`src/rtl/pll_seq_pkg.sv`:
```
package pll_seq_pkg;
  typedef enum logic [1:0] {
    SEL_CFG   = 2'd0,
    SEL_RSTSM = 2'd1,
    SEL_PWRDN = 2'd2
  } wr_sel_e;

  typedef enum logic [1:0] {
    ST_IDLE,
    ST_INIT,
    ST_POLL,
    ST_PHYW
  } seq_st_e;

  localparam int NUM_STAGES = 5;
  localparam int NUM_INIT   = 5;
  localparam int STG_W      = $clog2(NUM_STAGES + 1);
  localparam int INIT_W     = $clog2(NUM_INIT);
  localparam int LOCK_STAGE = 2;
  localparam logic [7:0] CFG_PHY_GO = 8'h19;
  localparam logic [7:0] PWRDN_VAL  = 8'h02;
endpackage

```
`src/rtl/init_rom.sv`:
```
module init_rom
  import pll_seq_pkg::*;
(
  input  logic [INIT_W-1:0] idx_i,
  output logic [1:0]        sel_o,
  output logic [7:0]        data_o
);
  always_comb begin
    sel_o  = SEL_CFG;
    data_o = 8'h00;
    case (idx_i)
      3'd0: data_o = 8'h01;
      3'd1: data_o = 8'h05;
      3'd2: data_o = 8'h01;
      3'd3: data_o = 8'h09;
      3'd4: begin sel_o = SEL_RSTSM; data_o = 8'h20; end
      default: data_o = 8'h00;
    endcase
  end
endmodule

```
`src/rtl/stat_sel.sv`:
```
module stat_sel
  import pll_seq_pkg::*;
(
  input  logic [NUM_STAGES-1:0] stat_i,
  input  logic [STG_W-1:0]      idx_i,
  output logic                  hit_o
);
  logic [NUM_STAGES-1:0] match;
  for (genvar g = 0; g < NUM_STAGES; g++) begin : g_match
    assign match[g] = stat_i[g] & (idx_i == STG_W'(g));
  end
  assign hit_o = |match;
endmodule

```
`src/rtl/poll_timer.sv`:
```
module poll_timer #(
  parameter int POLL_CYC    = 25000,
  parameter int TIMEOUT_CYC = 500000
) (
  input  logic clk_i,
  input  logic rst_ni,
  input  logic clear_i,
  input  logic en_i,
  output logic sample_o,
  output logic last_o
);
  localparam int MAX_TRIES = TIMEOUT_CYC / POLL_CYC;
  localparam int PW = (POLL_CYC > 1) ? $clog2(POLL_CYC) : 1;
  localparam int TW = $clog2(MAX_TRIES + 1);

  logic [PW-1:0] intv_q;
  logic [TW-1:0] tries_q;

  assign sample_o = en_i && (intv_q == '0);
  assign last_o   = (tries_q == TW'(MAX_TRIES));

  always_ff @(posedge clk_i or negedge rst_ni) begin
    if (!rst_ni) begin
      intv_q  <= '0;
      tries_q <= '0;
    end else if (clear_i) begin
      intv_q  <= '0;
      tries_q <= '0;
    end else if (en_i) begin
      if (intv_q == '0) begin
        intv_q <= PW'(POLL_CYC - 1);
        if (!last_o) tries_q <= tries_q + 1'b1;
      end else begin
        intv_q <= intv_q - 1'b1;
      end
    end
  end


  tries_bound_chk: assert property (@(posedge clk_i) disable iff (!rst_ni)
    tries_q <= TW'(MAX_TRIES));

  interval_chk: assert property (@(posedge clk_i) disable iff (!rst_ni)
    (en_i && !clear_i && intv_q != '0) |=> (tries_q == $past(tries_q)));
endmodule

```
`src/rtl/pll_lock_seq.sv`:
```
module pll_lock_seq
  import pll_seq_pkg::*;
#(
  parameter int POLL_CYC    = 25000,
  parameter int TIMEOUT_CYC = 500000
) (
  input  logic       clk_i,
  input  logic       rst_ni,
  input  logic       start_i,
  input  logic       disable_i,
  input  logic       high_rate_i,
  input  logic       cal_ready_i,
  input  logic       freq_done_i,
  input  logic       pll_lock_i,
  input  logic       tsync_done_i,
  input  logic       phy_ready_i,
  output logic       wr_valid_o,
  output logic [1:0] wr_sel_o,
  output logic [7:0] wr_data_o,
  output logic       locked_o,
  output logic       done_o,
  output logic [2:0] err_o,
  output logic       rail_req_o
);
  seq_st_e           state_q;
  logic [INIT_W-1:0] idx_q;
  logic [STG_W-1:0]  stage_q;
  logic              pd_q;
  logic              stage_hit, sample, last, in_poll, pass, fail, tmr_clear;
  logic [1:0]        rom_sel;
  logic [7:0]        rom_data;
  logic [NUM_STAGES-1:0] stat_vec;

  // stage order: bit index equals stage index
  assign stat_vec = {phy_ready_i, tsync_done_i, pll_lock_i, freq_done_i, cal_ready_i};

  stat_sel u_sel (.stat_i(stat_vec), .idx_i(stage_q), .hit_o(stage_hit));
  init_rom u_rom (.idx_i(idx_q), .sel_o(rom_sel), .data_o(rom_data));

  assign in_poll   = (state_q == ST_POLL);
  assign pass      = sample && stage_hit;
  assign fail      = sample && !stage_hit && last;
  assign tmr_clear = !in_poll || pass || disable_i;

  poll_timer #(.POLL_CYC(POLL_CYC), .TIMEOUT_CYC(TIMEOUT_CYC)) u_tmr (
    .clk_i, .rst_ni, .clear_i(tmr_clear), .en_i(in_poll),
    .sample_o(sample), .last_o(last)
  );

  always_ff @(posedge clk_i or negedge rst_ni) begin
    if (!rst_ni) begin
      state_q    <= ST_IDLE;
      idx_q      <= '0;
      stage_q    <= '0;
      pd_q       <= 1'b0;
      locked_o   <= 1'b0;
      done_o     <= 1'b0;
      err_o      <= '0;
      rail_req_o <= 1'b0;
    end else begin
      done_o <= 1'b0;
      pd_q   <= disable_i;
      if (disable_i) begin
        state_q    <= ST_IDLE;
        locked_o   <= 1'b0;
        rail_req_o <= 1'b0;
      end else begin
        case (state_q)
          ST_IDLE: if (start_i) begin
            state_q    <= ST_INIT;
            idx_q      <= '0;
            stage_q    <= '0;
            locked_o   <= 1'b0;
            err_o      <= '0;
            rail_req_o <= high_rate_i;
          end
          ST_INIT: begin
            if (idx_q == INIT_W'(NUM_INIT - 1)) begin
              state_q <= ST_POLL;
              stage_q <= '0;
            end else begin
              idx_q <= idx_q + 1'b1;
            end
          end
          ST_POLL: begin
            if (pass) begin
              if (stage_q == STG_W'(LOCK_STAGE)) begin
                state_q <= ST_PHYW;
              end else if (stage_q == STG_W'(NUM_STAGES - 1)) begin
                state_q  <= ST_IDLE;
                locked_o <= 1'b1;
                done_o   <= 1'b1;
              end else begin
                stage_q <= stage_q + 1'b1;
              end
            end else if (fail) begin
              state_q <= ST_IDLE;
              err_o   <= 3'(stage_q) + 3'd1;
              done_o  <= 1'b1;
            end
          end
          ST_PHYW: begin
            state_q <= ST_POLL;
            stage_q <= STG_W'(LOCK_STAGE + 1);
          end
          default: state_q <= ST_IDLE;
        endcase
      end
    end
  end

  always_comb begin
    wr_valid_o = 1'b0;
    wr_sel_o   = SEL_CFG;
    wr_data_o  = 8'h00;
    if (pd_q) begin
      wr_valid_o = 1'b1;
      wr_sel_o   = SEL_PWRDN;
      wr_data_o  = PWRDN_VAL;
    end else if (state_q == ST_INIT) begin
      wr_valid_o = 1'b1;
      wr_sel_o   = rom_sel;
      wr_data_o  = rom_data;
    end else if (state_q == ST_PHYW) begin
      wr_valid_o = 1'b1;
      wr_data_o  = CFG_PHY_GO;
    end
  end


  start_wr_chk: assert property (@(posedge clk_i) disable iff (!rst_ni)
    (state_q == ST_IDLE && start_i && !disable_i) |=>
      (wr_valid_o && wr_sel_o == SEL_CFG && wr_data_o == 8'h01 && !locked_o));

  disable_pd_chk: assert property (@(posedge clk_i) disable iff (!rst_ni)
    disable_i |=> (wr_valid_o && wr_sel_o == SEL_PWRDN && wr_data_o == PWRDN_VAL
                   && !locked_o && !rail_req_o && !done_o));

  done_pulse_chk: assert property (@(posedge clk_i) disable iff (!rst_ni)
    done_o |=> !done_o);

  done_result_chk: assert property (@(posedge clk_i) disable iff (!rst_ni)
    done_o |-> (locked_o == (err_o == 3'd0)));

  busy_start_chk: assert property (@(posedge clk_i) disable iff (!rst_ni)
    (state_q == ST_POLL && start_i && !disable_i && !pass && !fail) |=>
      (state_q == ST_POLL && $stable(stage_q)));

  phy_go_chk: assert property (@(posedge clk_i) disable iff (!rst_ni)
    (state_q == ST_PHYW && !disable_i) |=> (in_poll && stage_q == STG_W'(LOCK_STAGE + 1)));
endmodule

```
`config.mk`:
```
export PLATFORM = sky130hd
export DESIGN_NAME = pll_lock_seq
export DESIGN_NICKNAME = d
export VERILOG_FILES = /design/src/rtl/pll_seq_pkg.sv /design/src/rtl/init_rom.sv /design/src/rtl/stat_sel.sv /design/src/rtl/poll_timer.sv /design/src/rtl/pll_lock_seq.sv
export SDC_FILE = /design/constraint.sdc
export NUM_CORES = 1
export LEC_CHECK = 0
export BUFFER_PORTS_ARGS = -buffer_cell sky130_fd_sc_hd__buf_2
export CORE_MARGIN = 2
export CORE_UTILIZATION = 29
export CTS_CLUSTER_DIAMETER = 100
export DETAILED_ROUTE_END_ITERATION = 10
export SLEW_MARGIN = 5
export SYNTH_ARGS = -nofsm -noshare
export SYNTH_HDL_FRONTEND = slang
export SYNTH_SLANG_ARGS = --single-unit
```
`constraint.sdc`:
```
create_clock -name clk_i -period 5.85 [get_ports clk_i]
set_input_delay 0 -clock clk_i [delete_from_list [all_inputs] [get_ports clk_i]]
set_output_delay 0 -clock clk_i [all_outputs]
set_load 0.1 [all_outputs]
```
### Word-level counts from Yosys, hierarchy flattened

Index checks and enable logic that the tools add are counted.

| storage, ports and cells | value |
|---|---|
| register bits after elaboration | 35 |
| latch bits | 0 |
| bits in writable memories | 0 |
| memory bits (read-only) | 0 |
| input port bits | 10 |
| output and inout port bits | 17 |
| logic and storage cells | 127 |
| memories | 0 |

| cells by class | value |
|---|---|
| $add $sub $neg | 4 |
| $mul | 0 |
| div/mod/pow operators | 0 |
| magnitude comparators | 0 |
| equality and inequality tests | 28 |
| shift operators | 0 |
| multiplexer cells | 51 |
| bitwise logic cells | 6 |
| reduce and logical (&&, ||, !) cells | 28 |

Operators by type and width:

| operator | count |
|---|---|
| 15-bit two-way mux | 3 |
| 5-bit two-way mux | 5 |
| 3-bit two-way mux | 8 |
| 6-bit one-hot mux with 4 select lines | 1 |
| 1-bit two-way mux | 18 |
| 2-bit two-way mux | 9 |
| 8-bit two-way mux | 2 |
| 15-bit zero test | 1 |
| 15-bit by 1-bit subtractor with 15-bit output (second input constant) | 1 |
| 3-bit by 2-bit == test with 1-bit output (second input constant) | 4 |
| 2-bit != test (second input constant) | 6 |
| 3-bit one-hot mux with 2 select lines | 2 |
| 3-bit one-hot mux with 4 select lines | 1 |
| 2-bit nonzero test | 6 |
| 5-bit AND reduction | 2 |
| 3-bit != test (second input constant) | 3 |
| 2-bit one-hot mux with 4 select lines | 1 |
| 4-bit AND reduction | 2 |
| 3-bit by 1-bit adder with 3-bit output (second input constant) | 2 |
| 3-bit by 1-bit == test with 1-bit output (second input constant) | 2 |
| 3-bit == test (second input constant) | 2 |
| 3-bit zero test | 2 |
| 2-bit by 1-bit != test with 1-bit output (second input constant) | 3 |
| 3-bit by 2-bit != test with 1-bit output (second input constant) | 2 |
| other kinds (19) | 29 |

### Longest topological paths before layout

| logic depth | value |
|---|---|
| depth in word-level cells | 10 |
| gate-level depth with buffers | 8 |
| mapped depth without buffers | 7 |

### By module

A second synthesis with hierarchy kept.

| second synthesis, totals | value |
|---|---|
| cell total of the unflattened synthesis | 279 |
| area total of the unflattened synthesis | 2,427.3 µm² |

Modules (own cells, without submodules):

| module | instances | cells each | area each (µm²) |
|---|---|---|---|
| poll_timer | 1 | 139 | 1,266.2 |
| pll_lock_seq | 1 | 123 | 1,029.7 |
| init_rom | 1 | 11 | 77.6 |
| stat_sel | 1 | 6 | 53.8 |

### Least setup slack after synthesis

OpenSTA, ideal clock, no wires.

| timing path | value |
|---|---|
| kind | register to output |
| from | register state_q[0] |
| to | output port wr_data_o[2] |
| data arrival time | 3.927 ns |
| slack | 1.923 ns |
| cell stages (with the launch flop) | 4 |
| path buffers | 1 |
| path through | dfrtp_1 -> buf_1 -> nand2b_1 -> nor4b_1 |

| between the ends | value |
|---|---|
| cells in the longest elaborated chain, start to end | 3 |

Ends and longest elaborated chain:

| element | RTL line | RTL |
|---|---|---|
| start: declaration | pll_lock_seq.sv:25 | `seq_st_e state_q;` |
| start signal: assignment | pll_lock_seq.sv:52 | `state_q <= ST_IDLE;` |
| start signal: assignment | pll_lock_seq.sv:64 | `state_q <= ST_IDLE;` |
| start signal: assignment | pll_lock_seq.sv:70 | `state_q <= ST_INIT;` |
| 2-bit by 1-bit == test with 1-bit output | pll_lock_seq.sv:120 | `end else if (state_q == ST_INIT) begin` |
| 8-bit two-way mux | pll_lock_seq.sv:120 |  |
| 8-bit two-way mux | pll_lock_seq.sv:116 | `if (pd_q) begin` |
| end: declaration | pll_lock_seq.sv:19 | `output logic [7:0] wr_data_o,` |

Every way passes these cells.

### Worst setup path in the final report

| timing path | value |
|---|---|
| from | register u_tmr.intv_q[0] |
| to | register stage_q[1] |

| between the ends | value |
|---|---|
| cells in the longest elaborated chain, start to end | 5 |

Ends and longest elaborated chain:

| element | RTL line | RTL |
|---|---|---|
| start: declaration | poll_timer.sv:16 | `logic [PW-1:0] intv_q;` |
| start signal: assignment | poll_timer.sv:31 | `intv_q <= PW'(POLL_CYC - 1);` |
| start signal: assignment | poll_timer.sv:34 | `intv_q <= intv_q - 1'b1;` |
| 15-bit zero test | poll_timer.sv:19 | `assign sample_o = en_i && (intv_q == '0);` |
| 1-bit logical AND | poll_timer.sv:19 |  |
| 1-bit logical AND | pll_lock_seq.sv:41 | `assign pass = sample && stage_hit;` |
| 2-bit by 1-bit != test with 1-bit output (no line) | -- |  |
| 6-bit AND reduction (no line) | -- |  |
| end signal: assignment | pll_lock_seq.sv:94 | `stage_q <= stage_q + 1'b1;` |
| end signal: assignment | pll_lock_seq.sv:104 | `stage_q <= STG_W'(LOCK_STAGE + 1);` |
| end: declaration | pll_lock_seq.sv:27 | `logic [STG_W-1:0] stage_q;` |

Every way passes these cells.
A chain may end at the register's enable or synchronous reset.

==> run metrics <==
status finished clean; Sw Ratio 0.317; antenna violations before repair 0; Clk pwr share 0.359; clk_skew ~1.5 ps; cts bufs inserted 5; Worst Setup SP u_tmr.intv_q[0]$_DFFE_PN0P_; H-tree depth 2; hpwl dp approximately 3200 um; most numerous cell in the Yosys netlist dfrtp_1; Leak 1.14 nW; Max Cap Violations 0; Die Ht 90.0 um; Post-Syn Area ~2100 sq um; ys flop type dfrtp_1; Port Buffers 24; Reg2Reg Depth 7; Vias ~1,700; Starting DRT DRC Count 68; drt total wl approximately 4400 um; vias in the first global route roughly 1,700; io pins 27; RSZ-0062 raised after global routing false; sequential area share after synthesis 0.408; ratio of cells with drive above 1 in the final layout 0.190; P_sw approximately 0.0002 W; drt via density approximately 4.8; max_slew headroom 0.481; Fillers between 700 and 800; Post-Syn Instances roughly 230; CP required 6020 ps; Worst setup EP type register; reg-to-reg startpoint u_tmr.intv_q[0]$_DFFE_PN0P_; Final ANT Viol Nets 0; final setup fails 0; Die Width roughly 90 um; critical path peak fanout 12; design area around 2500 sq um; Clock Path Buffers 2; fmax 431 MHz; R2R Setup Slk ~3500 ps; Setup TNS Final 0 ps; Synth area leaders dfrtp_1, ha_1, nor2_1; Slew @ Worst Pin roughly 780 ps; cell taking the most area after synthesis dfrtp_1; Async SR Flop Fraction 1.00; GRT Util Overall 0.114; worst setup margin between 3000 and 4000 ps; Area Overhead vs Synth 14.8%; Pins Over Slew Limit 0; die footprint slightly above 8000 sq um; Post-synth top cells dfrtp_1, nor2_1, nand2_1; CTS tree done; worst vdd ir about 140 uV; Critical Path AT between 2000 and 2500 ps; Final period util 0.397; # diodes 0; Worst-Skew Late Latency between 200 and 300 ps; critical path endpoint stage_q[1]$_DFFE_PN0P_; Ys Warns 0; final hold vios 0; Power Density ~260 nW/um^2; synthesis-stage register bit count 35; Comb pwr share 0.219; critical path class reg -> reg; initial core utilization 0.297; pre-CTS WS about 3500 ps; post-CTS sizing 0; fin nets ~270; first-pass GRT wire length ~7600 um; largest net degree at the start of global routing 36; first-pass iteration count of the detailed router 4; GR Overflow Total 0; area share of the leading cell type in the synthesized netlist 0.408; Root Driver clkbuf_8; core area around 7200 sq um; Final GP Congestion about 0.78; Remaining DRCs 0; minimum clock period 2320 ps; register share of total power 0.422; average size of a mapped cell ~9.4 sq um; Routed wire per std cell 12.6 um; CP Launch Type register; Worst R2R End stage_q[1]$_DFFE_PN0P_; # rows 31; EDFF count, synth 0; Power Internal between 0.0004 and 0.0005 W; placed cell area 2310 sq um; clk sinks 35; clock slew at reported path FFs 70 ps; HP Class in -> reg; Unique masters post-synth 58
-- placed cells by master, fill, tap and decap left out, drive strengths merged, types with 3 or more instances in the layout --
| cell type | n |
|---|---|
| a211oi | 4 |
| a21oi | 14 |
| a22oi | 3 |
| buf | 24 |
| clkbuf | 6 |
| dfrtp | 35 |
| dlygate4sd3 | 3 |
| ha | 13 |
| inv | 17 |
| nand2 | 17 |
| nand2b | 6 |
| nand3 | 6 |
| nand4 | 5 |
| nor2 | 25 |
| nor3 | 9 |
| nor4 | 5 |
| nor4b | 3 |
| o21ai | 5 |
| o22ai | 3 |
| o31ai | 5 |
| or3 | 3 |
| xnor2 | 6 |
| xor2 | 5 |
-- what timing repair did --
item / in CTS / in global routing
buffers inserted: 0 / 0
hold endpoints to repair: 38 / 0
hold buffers: 3 / 0
-- critical path, stage by stage (launching register included) --
cell and delay [ps]:
dfrtp_1 410, inv_1 90, ha_1 180, nor3b_2 370, nand4_2 420, a21oi_2 380
nor4b_1 260, nor3_1 90
-- cell families after synthesis --
group | share of synthesized area
compound gates | 0.162
fa+ha+maj | 0.0758
mux | 0.00934
buf+inv | 0.0665
flops | 0.408
other cells | 0.00175
simple gates | 0.232
xor+xnor | 0.0449
-- power by group through the flow --
stage | sequential [W] | clock [W] | combinational (W)
4_1_cts | 0.000267 | 0.000234 | 0.000141
2_1_floorplan | 0.000270 | 0 | 0.000114
6_report | 0.000267 | 0.000228 | 0.000139
5_1_grt | 0.000269 | 0.000245 | 0.000152
3_5_place_dp | 0.000272 | 0 | 0.000139
3_3_place_gp | 0.000272 | 0 | 0.000137
-- stage by stage --
stage	hold WS, ps	total power (W)	cells	utilization
after CTS	170	0.000642	351	0.341
after floorplan	-296	0.000383	228	-
after global placement	136	0.000409	340	0.321
after global routing	227	0.000666	351	0.341
after detailed placement	137	0.000411	340	0.321
final	178	0.000634	351	0.341
-- per-layer routing --
layer / vias up / GRT usage / share of wire / routed length, um
met2: 33 / 0.190 / 0.48 / 2110
li1: 847 / - / - / -
met4: 0 / 0.0423 / 0.012 / 52
met5: - / 0 / 0 / 0
met3: 5 / 0.0293 / 0.039 / 172
met1: 808 / 0.143 / 0.47 / 2100
-- state kept, by name (all words and copies together), names as in the netlist --
signal and cells:
done_o 1, pd_q 1, rail_req_o 1, state_q 2, u_tmr.intv_q 15, idx_q 3, stage_q 3, locked_o 1
err_o 3, u_tmr.tries_q 5
-- worst min path at each step --
stage / startpoint / endpoint / cells after the start
after floorplan: rst_ni / done_o$_DFF_PN0_ / 0
after global placement: rst_ni / u_tmr.intv_q[12]$_DFFE_PN0P_ / 1
after detailed placement: rst_ni / u_tmr.intv_q[12]$_DFFE_PN0P_ / 1
after CTS: start_i / idx_q[2]$_DFFE_PN0P_ / 6
after global routing: start_i / idx_q[0]$_DFFE_PN0P_ / 6
final: start_i / idx_q[2]$_DFFE_PN0P_ / 6
-- layout make-up --
class / instances / area (sq um) / area share
clock inverters: 2 / 35.0 / 0.0142
multi-input cells: 165 / 1130 / 0.459
clock buffers: 6 / 82.6 / 0.0336
repair buffers: 27 / 150 / 0.0610
flip-flops and latches: 35 / 876 / 0.356
inverters: 17 / 63.8 / 0.0259
well taps: 99 / 124 / 0.0503
(Power assumes the default switching activity.)
